===== config.mk =====
export PLATFORM = sky130hd
export DESIGN_NAME = ocp_alarm_cond
export DESIGN_NICKNAME = d
export VERILOG_FILES = /design/src/rtl/ocp_pkg.sv /design/src/rtl/ocp_alarm_sync.sv /design/src/rtl/ocp_event_counter.sv /design/src/rtl/ocp_throttle_hold.sv /design/src/rtl/ocp_alarm_cond.sv
export SDC_FILE = /design/constraint.sdc
export NUM_CORES = 1
export LEC_CHECK = 0
export BUFFER_PORTS_ARGS = -buffer_cell sky130_fd_sc_hd__buf_2
export CORE_ASPECT_RATIO = 1.2
export CORE_UTILIZATION = 35
export CTS_CLUSTER_SIZE = 16
export DETAILED_ROUTE_END_ITERATION = 8
export PLACE_DENSITY = 0.66
export SLEW_MARGIN = 10
export SYNTH_ARGS = -nofsm -noshare
export SYNTH_HDL_FRONTEND = slang
export SYNTH_SLANG_ARGS = --single-unit

===== constraint.sdc =====
create_clock -name clk -period 2.22 [get_ports clk]
set_clock_uncertainty 0.2 [all_clocks]
set_input_delay 0.111 -clock clk [delete_from_list [all_inputs] [get_ports clk]]
set_output_delay 0.111 -clock clk [all_outputs]
set_load 0.02 [all_outputs]

===== src/rtl/ocp_pkg.sv =====
package ocp_pkg;
    typedef enum logic [1:0] {
        ST_IDLE   = 2'd0,
        ST_ACTIVE = 2'd1,
        ST_HOLD   = 2'd2
    } hold_state_e;
endpackage


===== src/rtl/ocp_alarm_sync.sv =====
module ocp_alarm_sync (
    input  logic clk,
    input  logic rst_n,
    input  logic alarm_pin,
    input  logic cfg_active_low,
    output logic level,
    output logic rise
);
    logic corrected;
    logic meta_q, sync_q, prev_q;

    assign corrected = alarm_pin ^ cfg_active_low;

    always_ff @(posedge clk or negedge rst_n) begin
        if (!rst_n) begin
            meta_q <= 1'b0;
            sync_q <= 1'b0;
            prev_q <= 1'b0;
        end else begin
            meta_q <= corrected;
            sync_q <= meta_q;
            prev_q <= sync_q;
        end
    end

    assign level = sync_q;
    assign rise  = sync_q & ~prev_q;
endmodule


===== src/rtl/ocp_event_counter.sv =====
module ocp_event_counter #(
    parameter int CNT_W  = 4,
    parameter int FILT_W = 8
) (
    input  logic              clk,
    input  logic              rst_n,
    input  logic              level,
    input  logic              rise,
    input  logic [FILT_W-1:0] cfg_quiet_clks,
    input  logic              cfg_irq_en,
    input  logic [CNT_W-1:0]  cfg_irq_thresh,
    input  logic              irq_clear,
    output logic [CNT_W-1:0]  count,
    output logic              irq
);
    localparam logic [CNT_W-1:0]  CNT_MAX = {CNT_W{1'b1}};
    localparam logic [CNT_W-1:0]  CNT_ONE = CNT_W'(1);
    localparam logic [FILT_W-1:0] Q_ONE   = FILT_W'(1);

    logic [FILT_W-1:0] quiet_q;
    logic [FILT_W-1:0] quiet_nxt;
    logic [CNT_W-1:0]  cnt_inc;
    logic              quiet_done;

    assign cnt_inc    = (count == CNT_MAX) ? CNT_MAX : count + CNT_ONE;
    assign quiet_nxt  = quiet_q + Q_ONE;
    assign quiet_done = (cfg_quiet_clks != '0) && (count != '0) && !level
                        && (quiet_nxt == cfg_quiet_clks);

    always_ff @(posedge clk or negedge rst_n) begin
        if (!rst_n) begin
            count   <= '0;
            quiet_q <= '0;
        end else if (rise) begin
            count   <= cnt_inc;
            quiet_q <= '0;
        end else if (level || count == '0 || cfg_quiet_clks == '0) begin
            quiet_q <= '0;
        end else if (quiet_done) begin
            count   <= '0;
            quiet_q <= '0;
        end else begin
            quiet_q <= quiet_nxt;
        end
    end

    always_ff @(posedge clk or negedge rst_n) begin
        if (!rst_n) begin
            irq <= 1'b0;
        end else if (rise && cfg_irq_en && (cnt_inc >= cfg_irq_thresh)) begin
            irq <= 1'b1;
        end else if (irq_clear) begin
            irq <= 1'b0;
        end
    end
endmodule


===== src/rtl/ocp_throttle_hold.sv =====
module ocp_throttle_hold
    import ocp_pkg::*;
#(
    parameter int HOLD_W = 4,
    parameter int PRE_W  = 4
) (
    input  logic              clk,
    input  logic              rst_n,
    input  logic              level,
    input  logic [HOLD_W-1:0] cfg_hold_us,
    input  logic [PRE_W-1:0]  cfg_clks_per_us,
    output logic              throttle_req
);
    localparam logic [PRE_W-1:0]  P_ONE = PRE_W'(1);
    localparam logic [HOLD_W-1:0] H_ONE = HOLD_W'(1);

    hold_state_e       state_q, state_d;
    logic [PRE_W-1:0]  pre_q;
    logic [HOLD_W-1:0] us_q;
    logic [PRE_W-1:0]  pre_last;
    logic              us_tick, hold_done;

    assign pre_last  = (cfg_clks_per_us == '0) ? '0 : cfg_clks_per_us - P_ONE;
    assign us_tick   = (pre_q == pre_last);
    assign hold_done = us_tick && (us_q == cfg_hold_us - H_ONE);

    always_comb begin
        state_d = state_q;
        unique case (state_q)
            ST_IDLE:   if (level) state_d = ST_ACTIVE;
            ST_ACTIVE: if (!level) state_d = (cfg_hold_us == '0) ? ST_IDLE : ST_HOLD;
            ST_HOLD: begin
                if (level)          state_d = ST_ACTIVE;
                else if (hold_done) state_d = ST_IDLE;
            end
            default:   state_d = ST_IDLE;
        endcase
    end

    always_ff @(posedge clk or negedge rst_n) begin
        if (!rst_n) state_q <= ST_IDLE;
        else        state_q <= state_d;
    end

    always_ff @(posedge clk or negedge rst_n) begin
        if (!rst_n) begin
            pre_q <= '0;
            us_q  <= '0;
        end else if (state_q != ST_HOLD) begin
            pre_q <= '0;
            us_q  <= '0;
        end else if (us_tick) begin
            pre_q <= '0;
            us_q  <= us_q + H_ONE;
        end else begin
            pre_q <= pre_q + P_ONE;
        end
    end

    always_comb begin
        unique case (state_q)
            ST_ACTIVE, ST_HOLD: throttle_req = 1'b1;
            default:            throttle_req = 1'b0;
        endcase
    end
endmodule


===== src/rtl/ocp_alarm_cond.sv =====
module ocp_alarm_cond #(
    parameter int CNT_W  = 4,
    parameter int FILT_W = 8,
    parameter int HOLD_W = 4,
    parameter int PRE_W  = 4
) (
    input  logic              clk,
    input  logic              rst_n,
    input  logic              alarm_pin,
    input  logic              cfg_active_low,
    input  logic              cfg_irq_en,
    input  logic [CNT_W-1:0]  cfg_irq_thresh,
    input  logic [FILT_W-1:0] cfg_quiet_clks,
    input  logic [HOLD_W-1:0] cfg_hold_us,
    input  logic [PRE_W-1:0]  cfg_clks_per_us,
    input  logic              irq_clear,
    output logic              throttle_req,
    output logic              irq,
    output logic [CNT_W-1:0]  event_count
);
    logic level, rise;

    ocp_alarm_sync u_sync (
        .clk            (clk),
        .rst_n          (rst_n),
        .alarm_pin      (alarm_pin),
        .cfg_active_low (cfg_active_low),
        .level          (level),
        .rise           (rise)
    );

    ocp_event_counter #(.CNT_W(CNT_W), .FILT_W(FILT_W)) u_cnt (
        .clk            (clk),
        .rst_n          (rst_n),
        .level          (level),
        .rise           (rise),
        .cfg_quiet_clks (cfg_quiet_clks),
        .cfg_irq_en     (cfg_irq_en),
        .cfg_irq_thresh (cfg_irq_thresh),
        .irq_clear      (irq_clear),
        .count          (event_count),
        .irq            (irq)
    );

    ocp_throttle_hold #(.HOLD_W(HOLD_W), .PRE_W(PRE_W)) u_hold (
        .clk             (clk),
        .rst_n           (rst_n),
        .level           (level),
        .cfg_hold_us     (cfg_hold_us),
        .cfg_clks_per_us (cfg_clks_per_us),
        .throttle_req    (throttle_req)
    );
endmodule


==> impl_metrics.csv, run 1 <==
group,metric,value,unit
route,drt-pass1-iter-count,6,
clock_network,cts_sinks,26,
setup_path,worstSetupPathType,"reg -> reg",
logic_synthesis,synth_area_per_cell,9.55,um^2
floorplan,die_height,81.3,um
global_routing,antenna_found_initial,0,
logic_synthesis,synth_common_cells,"26 x dfrtp_1, 15 x ha_1, 14 x nor2_1, 13 x inv_1, 13 x nand2_1",
setup_path,end_kind,"flop",
logic_synthesis,ys.flop_type,"dfrtp_1",
logic_synthesis,synth-seq-cells,26,
setup_path,crit_buf_inv,0,
clock_network,tritoncts,"yes",
logic_synthesis,seq_area_frac_synth,35.5,%
global_routing,grt_usage,15.3,%
sta,slew_headroom,61.1,%
setup_path,cpMaxStageDelayCell,"dfrtp_2",
placement,gp_congestion,0.703,
global_routing,first_global_vias,1563,
floorplan,die_area,5530,um^2
floorplan,initial_core_util,36.8,%
logic_synthesis,synth_simple_gate_area_share,22.7,%
finish,n_fill_cell,487,
finish,drive_gt1_share,26.0,%
logic_synthesis,synth_top_area_cell,"dfrtp_1",
sta,setup_violations,0,
route,post_drt_via_cell_ratio,5.10,
clock_network,ctsLongestPathBuffers,2,
logic_synthesis,synth_cells,192,
logic_synthesis,synthDistinctLibCells,49,
setup_path,reg2reg_depth,9,
sta,hold_violations,0,
logic_synthesis,synth-edff-count,0,
logic_synthesis,ys_async_sr_fraction,100,%
floorplan,die_w,68.1,um
clock_network,cts_setup_buffers,0,
floorplan,io_pins,32,
logic_synthesis,yosysMostFrequentCell,"dfrtp_1",
floorplan,rows,28,
power,total_power,1.92,mW
sta,max_freq,0.472,GHz
sta,hold_ws,69.4,ps
logic_synthesis,synth_warnings,0,
finish,antennaDiodeCount,0,
clock_network,htree_num_levels,1,
logic_synthesis,syn_nets,233,
global_routing,grtUsageMet3,1.69,%
route,drtAntennaViolNets,0,
clock_network,clkSlewWorstSetupHoldPaths,90,ps
setup_path,cp_cell_sequence,"ha_4 -> nand3_2 -> and2_4 -> ha_1 -> nand2b_1 -> a21o_1 -> a21o_1 -> a21oi_1 -> o22ai_1",
setup_path,crit_required,2180,ps
sta,fin_crit_sh,95.4,%
setup_path,cp_max_fo,5,
setup_path,cp_top_family,"compound AO/OA/AOI/OAI gates",
worst_hold_path,whs_path_depth,5,
global_routing,globalRouteOverflowTotal,0,
logic_synthesis,synth_xor_area_share,11.1,%
global_routing,grt_use_met2,28.0,%
finish,syn_to_final_growth,27.0,%
floorplan,core_area,4970,um^2
power,ir_worst_vdd,0.309,mV
placement,port_buffers,31,
flow_run,maxCapViolCount,0,
route,wl_per_cell,12.6,um
route,drtIter0Drc,32,
worst_hold_path,hp-class,"in -> reg",
outcome,status,"finished, final reports clean",
finish,nNetsFinal,284,
route,num_vias,1540,
sta,min_period,2120,ps
logic_synthesis,synth_top_area_share,35.5,%
setup_path,cp_common_cell,"a21o_1",
power,power.density,827,nW/um^2
route,finalWirelength,3800,um
clock_network,clockRootBuffer,"clkbuf_8",
setup_path,max_stage_delay,420,ps
placement,dpl.hpwl,2900,um
setup_path,cp-start-kind,"flop",
clock_network,insertion_delay,270,ps
logic_synthesis,synth_top_family_by_area,"simple AND/OR/NAND/NOR gates",
global_routing,gr-max-usage-layer,"met2",
logic_synthesis,yosys-top-cells-area,"dfrtp_1 35%, ha_1 10%, xnor2_1 5.3%, xor2_1 3.3%, nor2_1 2.9%",
route,drc,0,
setup_path,worst_ep_arrival_time,2080,ps
clock_network,cts_made_buffers,3,
logic_synthesis,synth.mux.area_fraction,3.00,%
logic_synthesis,synth_fa_ha_area_share,10.2,%
sta,worst_slew_pin_slew,583,ps
global_routing,grt_max_degree,27,
global_routing,grt_use_met1,17.7,%
global_routing,grt_pass1_wl,6490,um
power,p_leak,1.07,nW
setup_path,crit_cells,9,
logic_synthesis,netlist_area,1830,um^2
finish,utilization,46.8,%
logic_synthesis,synth_compound_area_share,14.3,%
sta,final_max_slew_viol_count,0,
-- final timing paths --
path	to	slack [ps]	start
max	u_cnt.irq	100	u_cnt.count[1]
min	u_hold.state_q[1]	70	cfg_hold_us[3]
max reg2reg	u_cnt.irq	100	u_cnt.count[1]
min reg2reg	u_sync.level	160	u_sync.meta_q
max in group asynchronous	u_cnt.count[0]	1240	rst_n
min in group asynchronous	u_hold.us_q[3]	170	rst_n
-- layer usage --
metal	vias to the layer above	wire length [um]
met2	18	2060
met4	0	29
li1	796	-
met3	2	81
met1	724	1630
met5	-	0
-- tightest hold or removal path: cells and delay by family --
| kind | cells | cell delay (ps) |
|---|---|---|
| muxes | 1 | 110 |
| buffers and inverters | 1 | 100 |
| and+or+nand+nor | 3 | 170 |
-- power by group --
group          internal (mW)  leakage (nW)  switching (mW)
combinational          0.424         0.698           0.455
sequential             0.558         0.333          0.0991
clock                  0.241        0.0357           0.148
-- cell usage in the layout (no fill, tap or decap), drive strengths merged, types with 6 or more instances in the layout --
master / instances
buf: 41
dfrtp: 26
ha: 15
nor2: 14
inv: 13
nand2: 13
xnor2: 11
nand3: 9
xor2: 7
a21oi: 7
dlygate4sd3: 7
nor3: 7
nor2b: 6
-- flip-flops by register name, summed over array words and instances (netlist names) --
name,count
u_hold.state_q,2
u_cnt.quiet_q,8
u_sync.prev_q,1
u_sync.meta_q,1
u_hold.pre_q,4
u_cnt.count,4
u_sync.level,1
u_cnt.irq,1
u_hold.us_q,4
-- per-stage QoR --
| step | setup slack, ps | TNS, ps | area, um^2 | std cells |
|---|---|---|---|---|
| finish | 101 | 0 | 2330 | 302 |
| CTS | 7.42 | 0 | 2280 | 301 |
| global placement | 28.1 | 0 | 2140 | 290 |
| global route | -13.8 | -13.8 | 2330 | 302 |
| floorplan | 25.6 | 0 | 1860 | 192 |
| detailed placement | 1.39 | 0 | 2140 | 290 |
-- layout make-up --
type / count / area [um^2] / area share, %
Multi-Input combinational cell: 151 / 1170 / 50.5
Sequential cell: 26 / 654 / 28.1
Timing Repair Buffer: 48 / 304 / 13.1
Tap cell: 60 / 75.1 / 3.22
Inverter: 13 / 48.8 / 2.10
Clock buffer: 3 / 41.3 / 1.77
Clock inverter: 1 / 30.0 / 1.29
-- what timing repair did --
| item | in CTS | in global routing |
|---|---|---|
| resized for setup | 1 | 10 |
| hold buffers | 7 | 0 |
| setup endpoints to repair | 1 | 12 |
| cloned | 0 | 1 |
| pin swaps | 0 | 2 |
| hold endpoints to repair | 30 | 0 |
-- cell families after synthesis --
logic type	count (synthesis)
compound gates	37
xor+xnor	20
fa+ha+maj	15
buf+inv	15
flops	26
mux	5
simple gates	74
Note: power is estimated with default switching activity, not from simulation.
==> inputs of run 2 (changes only) <==
REMOVE_ABC_BUFFERS = 1   (was default)
==> impl_metrics.csv, run 2 (synthesized netlist as in run 1, its figures left out) <==
group,metric,value,unit
outcome,status,"finished with violations",
outcome,violations,"setup timing",
sta,fin_crit_sh,100,%
clock_network,ctsLongestPathBuffers,2,
floorplan,die_w,68.1,um
floorplan,initial_core_util,36.8,%
route,num_vias,1581,
floorplan,rows,28,
sta,worst_slew_pin_slew,579,ps
worst_hold_path,min-delay-start,"cfg_hold_us[3]",
route,drt-pass1-iter-count,6,
clock_network,clkSlewWorstSetupHoldPaths,100,ps
sta,hold_violations,0,
finish,nNetsFinal,285,
finish,fin_area,2330,um^2
setup_path,worst-r2r-setup-slack,-6,ps
setup_path,cp_top_family,"compound AO/OA/AOI/OAI gates",
sta,max_freq,0.449,GHz
sta,worst_slack,-5.51,ps
placement,place_area,2130,um^2
route,finalWirelength,3880,um
setup_path,cp_max_fo,5,
finish,final_cell_mix,"31 x buf_2, 26 x dfrtp_1, 14 x ha_1",
route,drtIter0Drc,71,
power,total_power,2.00,mW
setup_path,crit_buf_inv,0,
setup_path,worstSetupPathType,"reg -> reg",
route,wl_per_cell,12.8,um
setup_path,max_stage_delay,430,ps
setup_path,reg2reg_depth,9,
finish,largest_register_ffs,8,
setup_path,end_kind,"flop",
route,post_drt_via_cell_ratio,5.22,
clock_network,htree_num_levels,1,
global_routing,first_global_vias,1485,
setup_path,cp-start-kind,"flop",
setup_path,r2r-start,"u_cnt.count[1]",
route,drtAntennaViolNets,0,
sta,final_max_slew_viol_count,0,
finish,layout.cells.most_common,"buf_2",
global_routing,antenna_found_initial,0,
finish,n_fill_cell,497,
clock_network,tritoncts,"yes",
sta,min_period,2230,ps
clock_network,cts_made_buffers,3,
finish,top_register,"u_cnt.quiet_q",
route,drc,0,
setup_path,crit_required,2190,ps
floorplan,die_height,81.3,um
finish,syn_to_final_growth,27.4,%
placement,dp.cells,290,
power,ir_worst_vdd,0.620,mV
placement,dpl.hpwl,2910,um
setup_path,reg2reg_to,"u_cnt.irq",
placement,port_buffers,31,
power,p_leak,1.08,nW
sta,setup_violations,1,
global_routing,grt_usage,14.7,%
floorplan,die_area,5530,um^2
floorplan,core_area,4970,um^2
global_routing,grt_pass1_wl,6240,um
global_routing,grt_max_degree,27,
clock_network,clockRootBuffer,"clkbuf_8",
setup_path,cp_cell_sequence,"ha_2 -> nand3_2 -> and2_4 -> ha_1 -> nand2b_1 -> a21o_1 -> a21o_1 -> a21oi_2 -> o22ai_1",
worst_hold_path,whs_endpoint,"u_hold.state_q[1]",
power,power.density,857,nW/um^2
clock_network,insertion_delay,280,ps
sta,slew_headroom,61.4,%
setup_path,cp_common_cell,"a21o_1",
setup_path,worst_ep_arrival_time,2190,ps
worst_hold_path,hp-class,"in -> reg",
worst_hold_path,whs_path_depth,5,
finish,instances_no_fill,303,
flow_run,maxCapViolCount,0,
sta,hold_ws,55.7,ps
setup_path,cpMaxStageDelayCell,"dfrtp_1",
finish,antennaDiodeCount,0,
placement,post-place-ws,5.52,ps
placement,gp_congestion,0.765,
floorplan,io_pins,32,
finish,drive_gt1_share,25.5,%
clock_network,cts_sinks,26,
global_routing,globalRouteOverflowTotal,0,
-- run 2: changes by cell type in the layout (fill, tap and decap cells not counted), sizes merged --
cell / delta
buf: +1
-- run 2: tightest hold or removal path, delay by kind of cell --
family	cells	cell delay (ps)
mux	1	120
buf+inv	1	100
simple gates	3	160
-- run 2: what timing repair did --
item	4_1_cts	5_1_grt
endpoints found under the setup margin	0	8
hold buffers	7	0
hold endpoints to repair	30	0
buffers inserted	0	2
resized for setup	0	9
-- run 2: worst max-delay path by stage --
stage / cells past startpoint / start / to / slack [ps]
4_1_cts: 7 / u_hold.state_q[1] / u_hold.state_q[0] / 7
5_1_grt: 9 / u_cnt.count[1] / u_cnt.irq / -90
3_3_place_gp: 7 / u_hold.state_q[1] / u_hold.state_q[0] / 50
2_1_floorplan: 6 / u_cnt.count[0] / u_cnt.quiet_q[1] / -70
3_5_place_dp: 7 / u_hold.state_q[1] / u_hold.state_q[0] / 6
6_report: 9 / u_cnt.count[1] / u_cnt.irq / -6
-- run 2: report_power, final --
part	internal, mW	leakage, nW	switching (mW)
Combinational	0.456	0.707	0.494
Clock	0.242	0.0357	0.158
Sequential	0.554	0.336	0.0975
-- run 2: through the flow --
step | TNS [ps] | util (%)
floorplan | -577 | -
global placement | 0 | 42.9
detailed placement | 0 | 42.9
CTS | 0 | 45.7
global route | -93.1 | 46.9
finish | -5.51 | 46.9
-- run 2: routing by layer --
metal | part of all wire, % | GRT usage (%)
met3 | 3.1 | 3.37
met5 | 0 | 0
met4 | 0.49 | 3.13
met2 | 53 | 27.6
met1 | 44 | 16.3
-- run 2: area by class of cell --
class	instances	area, um^2	area share, %
clock inverters	1	30.0	1.29
well taps	60	75.1	3.22
clock buffers	3	41.3	1.77
repair buffers	49	320	13.7
inverters	13	48.8	2.09
multi-input cells	151	1170	50.1
flip-flops and latches	26	651	27.9
